## src/rtl/march_seq.sv

```systemverilog
`timescale 1ns/1ps
module march_seq #(
  parameter int BLK_W = 1,
  parameter int COL_W = 2,
  parameter int ROW_W = 2,
  parameter int DW    = 1,
  localparam int AW   = BLK_W + COL_W + ROW_W
) (
  input  logic          clk,
  input  logic          rst,
  input  logic          start,
  output logic          busy,
  output logic          done,
  output logic [AW-1:0] mem_addr,
  output logic          mem_we,
  output logic [DW-1:0] mem_wdata,
  input  logic [DW-1:0] mem_rdata,
  output logic          rd_valid,
  output logic [2:0]    rd_idx,
  output logic [AW-1:0] rd_addr,
  output logic [DW-1:0] rd_exp,
  output logic          rd_fail,
  output logic [AW-1:0] prev_addr,
  output logic          prev_ok,
  output logic [AW-1:0] next_addr,
  output logic          next_ok
);
  localparam logic [AW-1:0] A_MAX = '1;
  localparam logic [AW-1:0] A_ONE = AW'(1);

  typedef enum logic [1:0] {S_IDLE, S_FILL, S_RD, S_CW} st_t;

  st_t          st;
  logic [2:0]   elem;
  logic [AW-1:0] addr;
  logic         done_q;

  wire desc    = (elem == 3'd3) || (elem == 3'd4);
  wire exp_bit = (elem == 3'd2) || (elem == 3'd4);
  wire at_last = desc ? (addr == '0) : (addr == A_MAX);
  wire [AW-1:0] up_a = addr + A_ONE;
  wire [AW-1:0] dn_a = addr - A_ONE;

  always_ff @(posedge clk) begin
    if (rst) begin
      st     <= S_IDLE;
      elem   <= 3'd0;
      addr   <= '0;
      done_q <= 1'b0;
    end else begin
      done_q <= 1'b0;
      case (st)
        S_IDLE: if (start) begin
          st   <= S_FILL;
          elem <= 3'd0;
          addr <= '0;
        end
        S_FILL: if (addr == A_MAX) begin
          st   <= S_RD;
          elem <= 3'd1;
          addr <= '0;
        end else begin
          addr <= up_a;
        end
        S_RD: st <= S_CW;
        S_CW: begin
          if (at_last) begin
            if (elem == 3'd5) begin
              st     <= S_IDLE;
              done_q <= 1'b1;
            end else begin
              elem <= elem + 3'd1;
              addr <= ((elem == 3'd2) || (elem == 3'd3)) ? A_MAX : '0;
              st   <= S_RD;
            end
          end else begin
            addr <= desc ? dn_a : up_a;
            st   <= S_RD;
          end
        end
        default: st <= S_IDLE;
      endcase
    end
  end

  assign busy      = (st != S_IDLE);
  assign done      = done_q;
  assign mem_addr  = addr;
  assign mem_we    = (st == S_FILL) || ((st == S_CW) && (elem != 3'd5));
  assign mem_wdata = (st == S_FILL) ? '0 : {DW{~exp_bit}};

  assign rd_valid  = (st == S_CW);
  assign rd_idx    = elem - 3'd1;
  assign rd_addr   = addr;
  assign rd_exp    = {DW{exp_bit}};
  assign rd_fail   = rd_valid && (mem_rdata != rd_exp);

  assign prev_addr = desc ? up_a : dn_a;
  assign prev_ok   = desc ? (addr != A_MAX) : (addr != '0);
  assign next_addr = desc ? dn_a : up_a;
  assign next_ok   = desc ? (addr != '0) : (addr != A_MAX);
endmodule


```

## config.mk

```make
export PLATFORM = sky130hd
export DESIGN_NAME = march_seq
export DESIGN_NICKNAME = d
export VERILOG_FILES = /design/src/rtl/march_seq.sv
export SDC_FILE = /design/constraint.sdc
export NUM_CORES = 1
export LEC_CHECK = 0
export BUFFER_PORTS_ARGS = -buffer_cell sky130_fd_sc_hd__buf_2
export CORE_ASPECT_RATIO = 0.75
export CORE_UTILIZATION = 51
export CTS_BUF_LIST = sky130_fd_sc_hd__clkbuf_16
export DETAILED_ROUTE_END_ITERATION = 8
export PLACE_DENSITY = 0.79
export SLEW_MARGIN = 20
export SYNTH_ARGS = -nofsm -noshare
export SYNTH_HDL_FRONTEND = slang
export SYNTH_SLANG_ARGS = --single-unit
```

## constraint.sdc

```tcl
create_clock -name clk -period 3 [get_ports clk]
set_clock_uncertainty 0.2 [all_clocks]
set_input_delay 0.15 -clock clk [delete_from_list [all_inputs] [get_ports clk]]
set_output_delay 0.15 -clock clk [all_outputs]
set_load 0.005 [all_outputs]
```

-- After elaboration in Yosys (flattened, before gate mapping)
Index checks and enable logic that the tools add are counted.
- RAM bits: 0
- memories kept: 0
- memory bits (read-only): 0
- register bits: 11
- word-level logic and storage cells: 65
- bits of input ports: 4
- latch bits: 0
- output and inout port bits: 32
- shifts and indexed selects: 0
- add/sub/neg operators: 4
- reduce and logical (&&, ||, !) cells: 15
- magnitude comparators: 0
- muxes and demuxes: 23
- bitwise gates (word level): 3
- equality and inequality tests: 16
- $mul: 0
- div/mod/pow operators: 0
- operators with widths (kind ; count):
    $mux 5 ; 7
    $pmux 5 s3 ; 1
    $mux 3 ; 4
    $pmux 3 s3 ; 1
    $mux 2 ; 4
    $pmux 2 s4 ; 1
    $eq 3x2->1 const B ; 2
    $eq 3x3->1 const B ; 2
    $ne 2x2->1 const B ; 3
    $ne 3x3->1 const B ; 2
    $add 5x1->5 const B ; 1
    $eq 5x5->1 const B ; 1
    $logic_not 5->1 ; 1
    $mux 1 ; 5
    $ne 5x5->1 const B ; 1
    $reduce_and 5->1 ; 1
    $reduce_bool 5->1 ; 1
    $sub 5x1->5 const B ; 1
    $eq 2x2->1 const B ; 2
    $logic_or 1x1->1 ; 4
    $add 3x1->3 const B ; 1
    $not 1->1 ; 3
    $reduce_and 3->1 ; 1
    $reduce_bool 3->1 ; 1
    9 further kinds ; 10

-- Longest topological paths before layout
Gate-level depths: netlist of run 1.
- depth after elaboration: 6
- depth in mapped cells: 8
- gate-level depth less buffers: 8

-- Least setup slack after synthesis of run 1
Ideal clock, no wire load.
- path kind: register -> register
- start point: reg addr[0], in the netlist mem_addr[0]
- end point: reg addr[3], in the netlist mem_addr[3]
- library setup time: 0.079 ns
- data required time: 2.721 ns
- buffers on the path: 0
- clock period less this slack: 2.266 ns
- arrival: 1.987 ns
- slack: 0.734 ns
- cell stages (with the launch flop): 9
- cells stage by stage: dfxtp_1 ha_1 and3_1 ha_1 inv_1 or3_1 a21boi_1 a21oi_1 a211oi_2
- longest elaborated chain between the ends: 4
- elaborated cells on any way between the ends: 11
- those cells by class: add/sub (2); eq/ne (2); mux (5); reduce/logical (2)
- RTL lines (what ; RTL line ; text):
    start: declaration ; 35 ; logic [AW-1:0] addr;
    start signal: assignment ; 63 ; addr <= up_a;
    start signal: assignment ; 73 ; addr <= ((elem == 3'd2) || (elem == 3'd3)) ? A_MAX : '0;
    start signal: assignment ; 77 ; addr <= desc ? dn_a : up_a;
    $add 5x1->5, or another cell as far along ; 41 ; wire [AW-1:0] up_a = addr + A_ONE;
    $mux 5 / $mux 1 (equally long branches) ; 77, 40 ;
    $mux 5 / $ne 3x3->1 (equally long branches) ; n/a ;
    $pmux 5 s3 / $reduce_and 3->1 (equally long branches) ; n/a ;
Several ways; a longest one is shown, not always the timed one.
A chain may end at the register's enable or synchronous reset.

-- Worst setup path after layout of run 1
Same ends and word-level chain as after synthesis.

==> run summary, run 1 <==
status - complete, but fails checks
failing checks - design-rule violations
global-route wire length before repair - 4.58 mm
Placed Instances - 192
worst reg-to-reg setup slack - 0.45 ns
Syn Inst Count - 147
worst vdd ir - 0.354 mV
Fin. Hold Viols - 0
r2r worst-path depth - 8
reg2reg start - mem_addr[0]
RSZ-0062 raised after global routing - false
Die Span X - 57.4 um
Worst Hold Class - in2reg
Worst Hold Launch - rst
fin cells - 196
FILL cells - 179
clk sinks - 11
die height - 43.5 um
routability cong. - 0.848
WL/cell - 15.3 um
Seq/Total Area, Yosys - 18.8%
most frequent cells in the layout - 35 x buf_2, 15 x nor2_1, 14 x inv_1
clk slew on worst S/H paths - 0.04 ns
root buffer cell - clkbuf_16
syn_area_per_cell - 7.98 um^2
warnings from Yosys - 0
FF-to-FF End - mem_addr[3]
Final #Nets - 187
minimum clock period - 2.55 ns
H-Tree Depth - 1
Lkg Pwr - 0.590 nW
I/O Buffers - 35
#FFs+latches synth - 11
hold depth - 2
post-route ant nets - 0
Netlist cell types - 46
GRT Resource Usage Total - 23.8%
Syn Nets - 161
Post-Synth Adder-Cell Area - 10.7%
TNS Setup - 0 ns
Worst slew margin - 61.4%
Worst Setup Start Kind - flop
Post-CTS Setup Bufs - 0
crit path DAT - 2.52 ns
most common cell after layout, fill and taps aside - buf_2
Pwr Density - 384 mW/mm^2
Simple-Gate Fraction of Synth Area - 21.7%
hold_buf cts - 0
initial antenna violation count - 0
Worst Hold End - mem_addr[3]
CTS max path bufs - 2
layout cells sized above 1 - 26.2%
Starting Density - 56.3%
first-pass iteration count of the detailed router - 6
routed vias - 1120
Final Max Slew Viols - 0
area delta synth->final - 16.1%
maxcap violations - 0
Netlist Area Pre-Place - 0.00117 mm^2
CORE AREA - 0.00208 mm^2
final setup fails - 0
slew at the pin closest to its max-slew limit - 0.564 ns
top-level I/O count - 36
clock tree from TritonCTS - built
Worst Setup SP - mem_addr[0]
Post-CTS Resized - 0
CP endpoint kind - flop
die area - 0.00250 mm^2
Vias per Instance - 5.71
ant diodes - 0
drt drc - 3
mux cell area share after synthesis - 8.42%
gr ovfl total - 0
kind of critical path - reg2reg
Post-Synth XOR/XNOR Area - 6.72%
compound-cell area share of the yosys netlist - 21.4%
largest net degree at the start of global routing - 19
Clock Latency Late Sink - 0.24 ns
async set or reset register ratio after synthesis - 0%
largest family of logic cells by synthesized area - simple AND/OR/NAND/NOR gates
vias in the first global route - 968
Worst Path Max Fanout - 10
Num CTS Buffers - 3
Site Rows - 14
Post-synth EDFFs - 0
f_max - 391 MHz
commonest register cell after synthesis - dfxtp_1
final cycle utilization of the critical path - 85.1%
required time of the critical path - 2.96 ns
final WL - 2.99 mm
DR iter-0 viols - 75
Post-DP HPWL - 2.31 mm
==> flip-flops by register name, summed over array words and instances (netlist names) <==
register  count
done          1
elem          3
mem_addr      5
st            2
==> Yosys cell counts (2+ instances only) <==
cell      count  area share [%]
a21o_1        2             1.3
a21oi_1      11             4.7
buf_4         7             4.5
buf_6         2             1.9
clkbuf_1      4             1.3
dfxtp_1      11              19
ha_1         10              11
inv_1        13             4.2
mux2i_1       5             4.3
nand2_1      10             3.2
nand3_1       2            0.85
nand3b_1      2             1.3
nor2_1       15             4.8
nor2b_1       3             1.6
nor3_1        3             1.3
nor3b_1       2             1.3
o211ai_1      2             1.3
o21a_1        2             1.3
o21ai_0       3             1.3
o21ai_1       2            0.85
o311ai_1      2             1.5
or3_1         3             1.6
xnor2_1       8             6.0
==> where the power goes <==
part,total (mW),internal (mW),switching (mW)
clock network,0.236,0.174,0.0612
registers,0.169,0.153,0.0157
logic,0.119,0.0552,0.0638
==> cells by family after synthesis <==
logic type,count (synthesis)
xor+xnor,9
mux,8
fa+ha+maj,10
buf+inv,27
flops,11
compound gates,35
simple gates,47
==> area by class of cell <==
class / count / area (um^2) / area share [%]
flip-flops and latches: 11 / 220 / 16.2
clock inverters: 1 / 3.75 / 0.275
clock buffers: 3 / 75.1 / 5.51
multi-input cells: 109 / 810 / 59.4
well taps: 24 / 30.0 / 2.20
inverters: 13 / 48.8 / 3.58
repair buffers: 35 / 175 / 12.9
==> per-layer routing <==
metal	track usage (%)	part of all wire, %
met5	0	0
met4	8.29	0.97
met1	33.5	48
met2	37.0	45
met3	4.18	6.4
==> critical path, stage by stage (launching register included) <==
cell,delay (ns)
dfxtp_1,0.55
ha_1,0.30
and3_1,0.21
ha_1,0.31
inv_1,0.06
or3_1,0.37
a21boi_1,0.18
a21oi_1,0.08
a211oi_2,0.22
==> worst max path at each step <==
stage | to | slack (ns)
floorplan | mem_addr[3] | 0.73
global placement | mem_addr[3] | 0.67
detailed placement | mem_addr[3] | 0.52
CTS | mem_addr[3] | 0.50
global route | mem_addr[3] | 0.32
finish | mem_addr[3] | 0.45
==> through the flow <==
stage	hold slack [ns]	util (%)	setup WS [ns]	power (mW)	cell area, um^2
2_1_floorplan	0.0541	-	0.734	0.250	1170
3_3_place_gp	0.272	61.6	0.675	0.284	1280
3_5_place_dp	0.290	61.6	0.518	0.286	1280
4_1_cts	0.0488	65.4	0.503	0.525	1360
5_1_grt	0.0733	65.4	0.321	0.549	1360
6_report	0.0480	65.4	0.446	0.524	1360
Power figures use the tool's default switching activity.
==> inputs of run 2 (changes only) <==
--- a/config.mk
+++ b/config.mk
@@ -7,8 +7,10 @@
 export LEC_CHECK = 0
 export BUFFER_PORTS_ARGS = -buffer_cell sky130_fd_sc_hd__buf_2
 export CORE_ASPECT_RATIO = 0.75
+export CORE_MARGIN = 3
 export CORE_UTILIZATION = 51
 export CTS_BUF_LIST = sky130_fd_sc_hd__clkbuf_16
+export CTS_CLUSTER_DIAMETER = 80
 export DETAILED_ROUTE_END_ITERATION = 8
 export PLACE_DENSITY = 0.79
 export SLEW_MARGIN = 20
==> run summary, run 2 (synthesized netlist as in run 1, its figures left out) <==
H-Tree Depth - 1
fin area - 0.00136 mm^2
clk sinks - 11
Worst Path Max Fanout - 10
worst path bufs/invs - 0
sequential power share - 32.4%
Post-DP HPWL - 2.30 mm
Worst Setup Slack, final - 0.471 ns
final setup fails - 0
Post-CTS Resized - 0
final cycle utilization of the critical path - 84.3%
area post-placement - 0.00128 mm^2
area delta synth->final - 16.1%
Final Core Density - 65.4%
clk slew on worst S/H paths - 0.04 ns
RSZ-0062 raised after global routing - false
CP endpoint kind - flop
post-route ant nets - 0
Final Hold Slack - 0.0449 ns
Logic pwr share - 22.4%
Final Max Slew Viols - 0
f_max - 395 MHz
FILL cells - 192
hold_buf cts - 0
final WL - 2.93 mm
DR iter-0 viols - 65
die area - 0.00292 mm^2
Die Span X - 61.4 um
die height - 47.5 um
I/O Buffers - 35
global-route wire length before repair - 4.55 mm
kind of critical path - reg2reg
slowest stage delay, CP - 0.52 ns
most frequent cells in the layout - 35 x buf_2, 15 x nor2_1, 14 x inv_1
root buffer cell - clkbuf_16
dpl ws - 0.537 ns
CTS max path bufs - 2
maxcap violations - 0
required time of the critical path - 2.97 ns
CP delay by family, top - adder cells
routability cong. - 0.799
Clock Power Share - 45.2%
status - finished, final reports clean
Worst Hold Class - in2reg
WL/cell - 15.0 um
Post-CTS Setup Bufs - 0
CORE AREA - 0.00208 mm^2
crit path DAT - 2.49 ns
ant diodes - 0
most used cell, CP - ha_1
Placed Instances - 192
initial antenna violation count - 0
clock tree from TritonCTS - built
CP Cell Sequence - ha_1, and3_1, ha_1, mux2i_1, o22a_1, or3_1, a21oi_1
most common cell after layout, fill and taps aside - buf_2
layout cells sized above 1 - 26.2%
Fin. Hold Viols - 0
slowest library cell on the worst path - dfxtp_1
Num CTS Buffers - 3
P_sw - 0.139 mW
Final #Nets - 187
Design Power - 0.522 mW
worst vdd ir - 0.364 mV
Lkg Pwr - 0.590 nW
largest net degree at the start of global routing - 19
sw frac - 26.6%
Vias per Instance - 5.85
routed vias - 1146
Worst slew margin - 63.4%
GRT Resource Usage Total - 21.5%
minimum clock period - 2.53 ns
slew at the pin closest to its max-slew limit - 0.534 ns
gr ovfl total - 0
max reg flops - 5
vias in the first global route - 956
Site Rows - 14
TNS Setup - 0 ns
worst reg-to-reg setup slack - 0.47 ns
Clock Latency Late Sink - 0.24 ns
Power Internal - 0.383 mW
Pwr Density - 383 mW/mm^2
drt drc - 0
top-level I/O count - 36
Starting Density - 56.3%
fin cells - 196
Worst Setup Start Kind - flop
first-pass iteration count of the detailed router - 4
[run 2: final timing paths]
check / cells past startpoint / to / from
max: 7 / elem[2] / mem_addr[0]
min: 2 / mem_addr[3] / rst
max reg2reg: 7 / elem[2] / mem_addr[0]
min reg2reg: 2 / elem[0] / elem[0]
[run 2: final cells by class]
class | instances | area, um^2 | area share (%)
flip-flops and latches | 11 | 220 | 16.2
repair buffers | 35 | 175 | 12.9
well taps | 24 | 30.0 | 2.20
clock buffers | 3 | 75.1 | 5.51
inverters | 13 | 48.8 | 3.58
clock inverters | 1 | 3.75 | 0.275
multi-input cells | 109 | 810 | 59.4
[run 2: power by group through the flow]
stage	clock [mW]	sequential, mW	combinational, mW
global route	0.251	0.171	0.131
CTS	0.241	0.169	0.117
finish	0.236	0.169	0.117
global placement	0	0.170	0.115
detailed placement	0	0.171	0.116
floorplan	0	0.163	0.0869
[run 2: routing by layer]
metal | global-route usage (%) | share of wire, % | up-vias
met3 | 5.12 | 8.2 | 9
met4 | 10.6 | 2.7 | 0
met1 | 28.4 | 45 | 523
met2 | 33.1 | 44 | 58
met5 | 0 | 0 | -
li1 | - | - | 556
